`src/rtl/winwdt_pkg.sv`:
```
package winwdt_pkg;
  typedef struct packed {
    logic advance;
    logic clear;
  } wdtStrobe_t;
endpackage

```
`src/rtl/winwdt_datapath.sv`:
```
module winwdt_datapath #(
  parameter int CNT_W = 16,
  parameter int DIV_W = 3
) (
  input  logic                   clk,
  input  logic                   rstN,
  input  winwdt_pkg::wdtStrobe_t strobe,
  input  logic                   runEn,
  input  logic [DIV_W-1:0]       divSel,
  input  logic [1:0]             winLowSel,
  input  logic [2:0]             winUpSel,
  input  logic [CNT_W-1:0]       rstThresh,
  output logic [CNT_W-1:0]       count,
  output logic [1:0]             lpPhase,
  output logic                   inWindow
);
  localparam int PRE_W = (1 << DIV_W) - 1;
  localparam int LOW_W = CNT_W + 3;
  localparam int STEP_W = CNT_W - 4 + 3;
  localparam int UP_W = LOW_W + 1;

  logic [PRE_W-1:0] preCnt;
  logic [PRE_W-1:0] preMask;
  logic             tick;
  logic [LOW_W-1:0] lowProd;
  logic [LOW_W-1:0] lowBound;
  logic [STEP_W-1:0] stepSize;
  logic [UP_W-1:0]  upBound;

  always_comb begin
    preMask = '0;
    for (int i = 0; i < PRE_W; i++) begin
      if (i < int'(divSel)) preMask[i] = 1'b1;
    end
  end

  assign tick = strobe.advance && ((preCnt & preMask) == preMask);

  always_ff @(posedge clk or negedge rstN) begin
    if (!rstN) begin
      preCnt <= '0;
      count  <= '0;
    end else if (strobe.clear) begin
      preCnt <= '0;
      count  <= '0;
    end else begin
      if (strobe.advance) preCnt <= preCnt + 1'b1;
      if (tick && count != '1) count <= count + 1'b1;
    end
  end

  always_ff @(posedge clk or negedge rstN) begin
    if (!rstN) lpPhase <= '0;
    else if (runEn) lpPhase <= lpPhase + 1'b1;
  end

  assign lowProd  = LOW_W'(rstThresh) * LOW_W'(3'd4 + 3'(winLowSel));
  assign lowBound = lowProd >> 3;
  assign stepSize = STEP_W'(rstThresh >> 4) * STEP_W'(winUpSel);
  assign upBound  = UP_W'(lowBound) + UP_W'(stepSize);

  assign inWindow = (LOW_W'(count) >= lowBound) &&
                    ((winUpSel == '0) || (UP_W'(count) <= upBound));
endmodule

```
`src/rtl/winwdt_ctrl.sv`:
```
module winwdt_ctrl #(
  parameter int          CNT_W = 16,
  parameter logic [31:0] MAGIC = 32'h5A45_524F,
  parameter int          REL_CYC = 32
) (
  input  logic                   clk,
  input  logic                   rstN,
  input  logic                   runEn,
  input  logic                   dbgActive,
  input  logic                   dbgRunEn,
  input  logic                   lpActive,
  input  logic [1:0]             lpMode,
  input  logic                   winEn,
  input  logic                   selfClrEn,
  input  logic                   irqEn,
  input  logic                   rstEn,
  input  logic [CNT_W-1:0]       irqThresh,
  input  logic [CNT_W-1:0]       rstThresh,
  input  logic                   refWr,
  input  logic [31:0]            refData,
  input  logic [CNT_W-1:0]       count,
  input  logic [1:0]             lpPhase,
  input  logic                   inWindow,
  output winwdt_pkg::wdtStrobe_t strobe,
  output logic                   irqReq,
  output logic                   rstReq,
  output logic                   refViol
);
  localparam int REL_W = $clog2(REL_CYC);

  logic lpOk, dbgOk, magicHit, validRef, badRef;
  logic irqFlag, rstFlag, relDone;
  logic [REL_W-1:0] relCnt;

  always_comb begin
    unique case (lpMode)
      2'b00:   lpOk = 1'b0;
      2'b01:   lpOk = (lpPhase == 2'b11);
      2'b10:   lpOk = lpPhase[0];
      default: lpOk = 1'b1;
    endcase
    if (!lpActive) lpOk = 1'b1;
  end

  assign dbgOk    = !dbgActive || dbgRunEn;
  assign magicHit = refWr && (refData == MAGIC);
  assign validRef = magicHit && (!winEn || inWindow);
  assign badRef   = refWr && !validRef;

  assign strobe.advance = runEn && dbgOk && lpOk;
  assign strobe.clear   = validRef;

  always_ff @(posedge clk or negedge rstN) begin
    if (!rstN) begin
      irqFlag <= 1'b0;
      rstFlag <= 1'b0;
      relDone <= 1'b0;
      relCnt  <= '0;
      refViol <= 1'b0;
    end else begin
      refViol <= badRef;
      if (validRef) begin
        irqFlag <= 1'b0;
        rstFlag <= 1'b0;
        relDone <= 1'b0;
        relCnt  <= '0;
      end else begin
        if (irqEn && runEn && count >= irqThresh) irqFlag <= 1'b1;
        if (rstEn && runEn && count >= rstThresh) rstFlag <= 1'b1;
        if (rstFlag && !relDone) begin
          if (relCnt == REL_W'(REL_CYC - 1)) relDone <= selfClrEn;
          else relCnt <= relCnt + 1'b1;
        end
      end
    end
  end

  assign irqReq = irqFlag;
  assign rstReq = rstFlag && !relDone;
endmodule

```
`src/rtl/winwdt_core.sv`:
```
module winwdt_core #(
  parameter int          CNT_W = 16,
  parameter int          DIV_W = 3,
  parameter logic [31:0] MAGIC = 32'h5A45_524F,
  parameter int          REL_CYC = 32
) (
  input  logic             clk,
  input  logic             rstN,
  input  logic             runEn,
  input  logic             dbgActive,
  input  logic             dbgRunEn,
  input  logic             lpActive,
  input  logic [1:0]       lpMode,
  input  logic [DIV_W-1:0] divSel,
  input  logic             winEn,
  input  logic [1:0]       winLowSel,
  input  logic [2:0]       winUpSel,
  input  logic             selfClrEn,
  input  logic             irqEn,
  input  logic             rstEn,
  input  logic [CNT_W-1:0] irqThresh,
  input  logic [CNT_W-1:0] rstThresh,
  input  logic             refWr,
  input  logic [31:0]      refData,
  output logic             irqReq,
  output logic             rstReq,
  output logic             refViol,
  output logic [CNT_W-1:0] count
);
  winwdt_pkg::wdtStrobe_t strobe;
  logic [1:0] lpPhase;
  logic       inWindow;

  winwdt_ctrl #(.CNT_W(CNT_W), .MAGIC(MAGIC), .REL_CYC(REL_CYC)) u_ctrl (
    .clk(clk), .rstN(rstN), .runEn(runEn), .dbgActive(dbgActive),
    .dbgRunEn(dbgRunEn), .lpActive(lpActive), .lpMode(lpMode),
    .winEn(winEn), .selfClrEn(selfClrEn), .irqEn(irqEn), .rstEn(rstEn),
    .irqThresh(irqThresh), .rstThresh(rstThresh), .refWr(refWr),
    .refData(refData), .count(count), .lpPhase(lpPhase),
    .inWindow(inWindow), .strobe(strobe), .irqReq(irqReq),
    .rstReq(rstReq), .refViol(refViol)
  );

  winwdt_datapath #(.CNT_W(CNT_W), .DIV_W(DIV_W)) u_dp (
    .clk(clk), .rstN(rstN), .strobe(strobe), .runEn(runEn),
    .divSel(divSel), .winLowSel(winLowSel), .winUpSel(winUpSel),
    .rstThresh(rstThresh), .count(count), .lpPhase(lpPhase),
    .inWindow(inWindow)
  );
endmodule

```
`config.mk`:
```
export PLATFORM = sky130hd
export DESIGN_NAME = winwdt_core
export DESIGN_NICKNAME = d
export VERILOG_FILES = /design/src/rtl/winwdt_pkg.sv /design/src/rtl/winwdt_datapath.sv /design/src/rtl/winwdt_ctrl.sv /design/src/rtl/winwdt_core.sv
export SDC_FILE = /design/constraint.sdc
export NUM_CORES = 1
export LEC_CHECK = 0
export ABC_AREA = 0
export BUFFER_PORTS_ARGS = -buffer_cell sky130_fd_sc_hd__buf_2
export CAP_MARGIN = 20
export CORE_ASPECT_RATIO = 0.6
export CORE_MARGIN = 1
export CORE_UTILIZATION = 55
export DETAILED_ROUTE_END_ITERATION = 6
export MAX_ROUTING_LAYER = met4
export PLACE_DENSITY_LB_ADDON = 0.3
export SLEW_MARGIN = 20
export SYNTH_ARGS = -nofsm -noshare
export SYNTH_HDL_FRONTEND = slang
export SYNTH_SLANG_ARGS = --single-unit
```
`constraint.sdc`:
```
create_clock -name clk -period 3.3 [get_ports clk]
set_clock_uncertainty 0.2 [all_clocks]
set_input_delay 0.495 -clock clk [delete_from_list [all_inputs] [get_ports clk]]
set_output_delay 0.495 -clock clk [all_outputs]
set_load 0.05 [all_outputs]
```
# Yosys cells after proc, flatten, opt, wreduce, memory -nomap -nowiden
# Cells that the tools add are included.
# totals
elab_cells	89
out_inout_bits	19
register_bits	34
in_bits	85
# classes
mul	2
order_cmp	11
eq_ne	8
n_mux	23
n_addsub	6
bitwise	1
n_reduce_logical	30
# ops
op	count
greater-or-equal comparator 16 bit	3
equality test 32 x 31 -> 1 bit (second input constant)	1
two-way mux 16 bit	2
less-or-equal comparator 16 x 20 -> 1 bit	1
multiplier 16 x 19 -> 19 bit	1
adder 16 x 15 -> 17 bit	1
adder 16 x 1 -> 16 bit (second input constant)	1
!= test 16 bit (second input constant)	1
multiplier 12 x 3 -> 15 bit	1
two-way mux 1 bit	15
two-way mux 5 bit	3
two-way mux 7 bit	2
logical AND 1 bit	13
nonzero test 2 bit	6
less-than comparator 3 bit (first input constant)	3
adder 7 x 1 -> 7 bit (second input constant)	1
bitwise AND 7 bit	1
equality test 7 bit	1
less-than comparator 1 x 3 -> 1 bit (first input constant)	2
less-than comparator 2 x 3 -> 1 bit (first input constant)	2
adder 5 x 1 -> 5 bit (second input constant)	1
equality test 5 bit (second input constant)	1
adder 3 x 2 -> 4 bit (first input constant)	1
equality test 2 bit (second input constant)	2
9 further kinds	15

# Logic depth before layout (Yosys ltp)
# logic_depth
depth_word	10
ltp_mapped	31
ltp_nobuf	29

# Cells and area by module
# Synthesis repeated with hierarchy kept, for this count alone.
# unflattened
hier_cells	753
area_unflattened_um2	6338.6
# by_module_without_submodules
module	seq_area_each_um2	cells_each	area_each_um2	n_inst
winwdt_datapath	625.6	595	5006.1	1
winwdt_ctrl	225.2	158	1332.5	1

# Worst setup path before layout
# OpenSTA, ideal clock, no wires.
# synth_path
path_type	input port to flip-flop
start	input winLowSel[1]
end	register u_dp.count[12]
n_path_buf	2
arrival_time_ns	6.282
path_slack_ns	-3.306
t_required_ns	2.976
stages	30
setup_time_ns	0.124
cell_sequence	clkbuf_1 > and2_1 > ha_1 > inv_1 > fa_1 > inv_1 > ha_1 > o21ai_1 > a21oi_2 > o221a_2 > o21ai_0 > nand2b_1 > a21oi_1 > xnor2_1 > fa_1 > ha_1 > a21oi_1 > a21oi_1 > a211oi_1 > o31a_1 > a21boi_0 > xnor2_1 > ha_1 > nand4_1 > or2_2 > o211a_1 > o31ai_1 > o211ai_1 > clkbuf_1 > nor3b_1
# synth_via
elab_chain_len	9
word_cells_on_any_way	11
cone_classes	add/sub: 2; mul: 1; order compare: 2; mux: 1; reduce/logical: 5
# synth_lines
element	line	source
from (decl)	winwdt_core.sv:16	input logic [1:0] winLowSel,
adder 3 x 2 -> 4 bit (*)	winwdt_datapath.sv:57	assign lowProd = LOW_W'(rstThresh) * LOW_W'(3'd4 + 3'(winLowSel));
multiplier 16 x 19 -> 19 bit (*)	winwdt_datapath.sv:57	
adder 16 x 15 -> 17 bit	winwdt_datapath.sv:60	assign upBound = UP_W'(lowBound) + UP_W'(stepSize);
less-or-equal comparator 16 x 20 -> 1 bit	winwdt_datapath.sv:63	((winUpSel == '0) || (UP_W'(count) <= upBound));
logical OR 1 bit	winwdt_datapath.sv:63	
logical AND 1 bit (*)	winwdt_datapath.sv:62	assign inWindow = (LOW_W'(count) >= lowBound) &&
logical OR 1 bit (*)	winwdt_ctrl.sv:47	assign validRef = magicHit && (!winEn || inWindow);
logical AND 1 bit (*)	winwdt_ctrl.sv:47	
two-way mux 16 bit or nonzero test 2 bit (tied branches)	n/a	
to (signal assigned)	winwdt_datapath.sv:48	if (tick && count != '1) count <= count + 1'b1;
to (decl)	winwdt_datapath.sv:13	output logic [CNT_W-1:0] count,
# Mark *: on every way between the ends. The rest lies on a longest branch, timed or not.
# A chain may end at the register's enable or synchronous reset.

# Worst setup path after layout
# layout_path
start	input winLowSel[1]
end	register u_dp.count[5]
# The elaborated chain is that of the path after synthesis.

==> key figures <==
Run status
  • Outcome: finished with violations
  • Failing checks: negative setup slack

Detailed routing
  • Vias per cell: 5.97
  • Routed Antenna Nets: 0
  • Initial DRC count: 497
  • WL/cell: 18.6 µm
  • Via count: 6872
  • Drt first pass iters: 5
  • DRC errors left: 0
  • DRT Wirelength: 21400 µm

Placement
  • Dpl cells: 1120
  • DP Wirelength: 15200 µm
  • I/O Buffers: 103
  • Routability cong.: 0.988

Floorplan
  • Ports: 104
  • Core Footprint: 0.0109 mm²
  • Die area: 0.0120 mm²
  • Site row count: 29
  • Initial core utilization: 58.3%
  • Die Wd: 141 µm
  • Die Span Y: 85.2 µm

Pwr
  • Pwr/cell area: 575 mW/mm²
  • IR drop worst, VDD: 0.300 mV
  • Lkg Pwr: 4.80 nW
  • Design Power: 0.00511 W

STA
  • Final setup margin: -3170 ps
  • Setup violators final: 32
  • RSZ-0062 raised after global routing: true
  • Min Tclk post-route: 6470 ps
  • Worst-margin pin slew: 799 ps
  • Slew margin rel.: 46.7%
  • Period utilization: 196%
  • Final hold vios: 0
  • FMAX: 155 MHz
  • Max Slew Vio Count: 0
  • Hold slack: 87.6 ps

Yosys
  • #FFs+latches synth: 34
  • Synth Net Count: 1011
  • Top cell type's share of synthesized area: 23.7%
  • Post-synth top area cell: ha_1
  • Synthesized area per cell: 8.25 µm²
  • Commonest cells in the netlist: inv_1 (124), ha_1 (120), nand2_1 (74)
  • Dominant synthesized flop cell: dfrtp_1
  • Sequential cell area fraction in the yosys report: 13.4%
  • Yosys cell types: 58
  • Most frequent cell after synthesis: inv_1
  • Mapped cell area: 0.00634 mm²
  • Post-synthesis cell count: 769
  • YS warnings: 0
  • Post-synthesis async set-or-reset flop share: 100%
  • Ranking of synthesized cells by area: ha_1 (24%), dfrtp_1 (13%), fa_1 (12%)
  • EDFF count, synth: 0

CTS
  • CTS tree: done
  • CTS Sinks: 34
  • Clock buffer depth: 2
  • Worst skew pair latency: 280 ps
  • Root Driver: clkbuf_16
  • Num CTS Buffers: 5
  • H-tree depth: 2
  • Clock transition at path regs: 50 ps

Worst setup path
  • Critical path required time: 3270 ps
  • CP Data Arrival Time: 6440 ps
  • Depth of the most critical reg-to-reg path: 10
  • Worst reg2reg endpoint: u_dp.count[5]$_DFFE_PN0P_
  • Max stage delay on crit path: 510 ps
  • Crit path launch: winLowSel[1]
  • Setup crit start kind: input port
  • Slowest-stage cell, CP: fa_1
  • R2R Path Start: u_dp.count[15]$_DFFE_PN0P_
  • Largest fanout on the critical path: 8
  • Crit path kind: input port to register
  • Reg2reg setup slack: 380 ps
  • Crit end category: register
  • Critical Path End: u_dp.count[5]$_DFFE_PN0P_

Global routing
  • First-pass GRT wire length: 33000 µm
  • Gr busiest metal: met2
  • Met3 Use GR: 6.43%
  • Initial antenna violation count: 0
  • Global Route met1 Usage: 45.2%
  • Tot GR Track Use: 36.0%
  • Total congestion overflow: 0
  • Met2 Use GR: 60.5%
  • Largest net degree at the start of global routing: 35
  • Vias in the first global route: 6986

Min path
  • Worst min-delay path class: input port to async pin

Layout
  • Layout cells sized above 1: 35.3%
  • Final cell count without fillers: 1151
  • NumNets Final: 1253
  • Diode count: 0
  • Area delta synth->final: 39.8%

Run
  • Max-cap violation count: 0
-- where the power goes --
group | internal [W] | switching, W | total, W
registers | 0.000485 | 0.000113 | 0.000599
logic | 0.00196 | 0.00207 | 0.00403
clock network | 0.000298 | 0.000175 | 0.000474
-- flip-flops by register name (all words and copies together) (netlist names) --
register	count
u_ctrl.refViol	1
u_dp.count	16
u_dp.preCnt	7
u_dp.lpPhase	2
u_ctrl.relCnt	5
u_ctrl.rstFlag	1
u_ctrl.irqReq	1
u_ctrl.relDone	1
-- critical path, delay by kind of cell --
| family | cells | cell delay, ps |
|---|---|---|
| buffers and inverters | 5 | 560 |
| AO/OA/AOI/OAI | 11 | 1920 |
| XOR/XNOR | 2 | 300 |
| AND/OR/NAND/NOR | 6 | 1160 |
| adder cells (fa/ha/maj) | 6 | 1990 |
-- cell usage in the layout (no fill, tap or decap), types with 8 or more instances in the layout --
master / netlist / layout
a21o_1: 18 / 17
a21oi_1: 31 / 18
a21oi_2: 2 / 11
and2_1: 30 / 26
and3b_1: 12 / 12
buf_2: 4 / 101
buf_4: 1 / 133
buf_6: 0 / 9
dfrtp_1: 34 / 34
fa_1: 37 / 36
ha_1: 120 / 101
ha_4: 0 / 15
inv_1: 124 / 117
nand2_1: 74 / 62
nand2_2: 0 / 12
nand2b_1: 11 / 10
nand3_1: 15 / 14
nand4_1: 20 / 20
nor2_1: 47 / 45
o2111ai_1: 9 / 9
o211ai_1: 8 / 8
o21ai_0: 24 / 15
xnor2_1: 33 / 29
xor2_1: 18 / 18
-- metrics by stage --
step	util, %	instance area [µm²]	TNS, ps	worst slack [ps]
floorplan	-	6460	-91910	-2920
global placement	73.8	8040	-108100	-3420
detailed placement	73.8	8040	-114320	-3660
CTS	79.9	8700	-97530	-3100
global route	81.5	8870	-106090	-3360
finish	81.5	8870	-100200	-3170
-- metal layers --
layer	up-vias	part of all wire [%]
met5	-	0
met4	0	2.6
met3	77	9.8
met2	407	47
met1	3273	41
li1	3115	-
-- worst min path at each step --
stage | cells after the start | endpoint | from
final | 1 | u_ctrl.relCnt[4]$_DFFE_PN0P_ | rstN
after global placement | 1 | u_dp.lpPhase[0]$_DFFE_PN0P_ | u_dp.lpPhase[0]$_DFFE_PN0P_
after floorplan | 0 | u_ctrl.irqReq$_DFFE_PN0P_ | rstN
after global routing | 1 | u_ctrl.relCnt[3]$_DFFE_PN0P_ | rstN
after CTS | 1 | u_ctrl.relCnt[3]$_DFFE_PN0P_ | rstN
after detailed placement | 1 | u_dp.lpPhase[1]$_DFFE_PN0P_ | u_dp.lpPhase[1]$_DFFE_PN0P_
-- final cells by class --
type	instances	area, µm²
fillers	658	2010
clock inverters	2	12.5
flip-flops and latches	34	851
well taps	139	174
multi-input cells	597	5490
clock buffers	6	139
inverters	124	465
repair buffers	249	1740
-- repair_timing --
action	CTS	global route
setup buffers	13	7
setup endpoints to repair	32	32
hold buffers	0	0
pin swaps	74	29
gates cloned	3	1
gates resized for setup	80	26
-- kinds of logic (layout without fill, tap and decap cells) --
logic type      after synthesis  count (layout)  synth area share [%]
fa+ha+maj                   157             157                  35.3
mux                           6               6                  1.05
flops                        34              34                  13.4
simple gates                244             244                  19.8
xor+xnor                     51              51                  7.04
compound gates              139             139                  15.0
buf+inv                     138             381                  8.30
No activity file was read; power rests on OpenSTA's default activity.
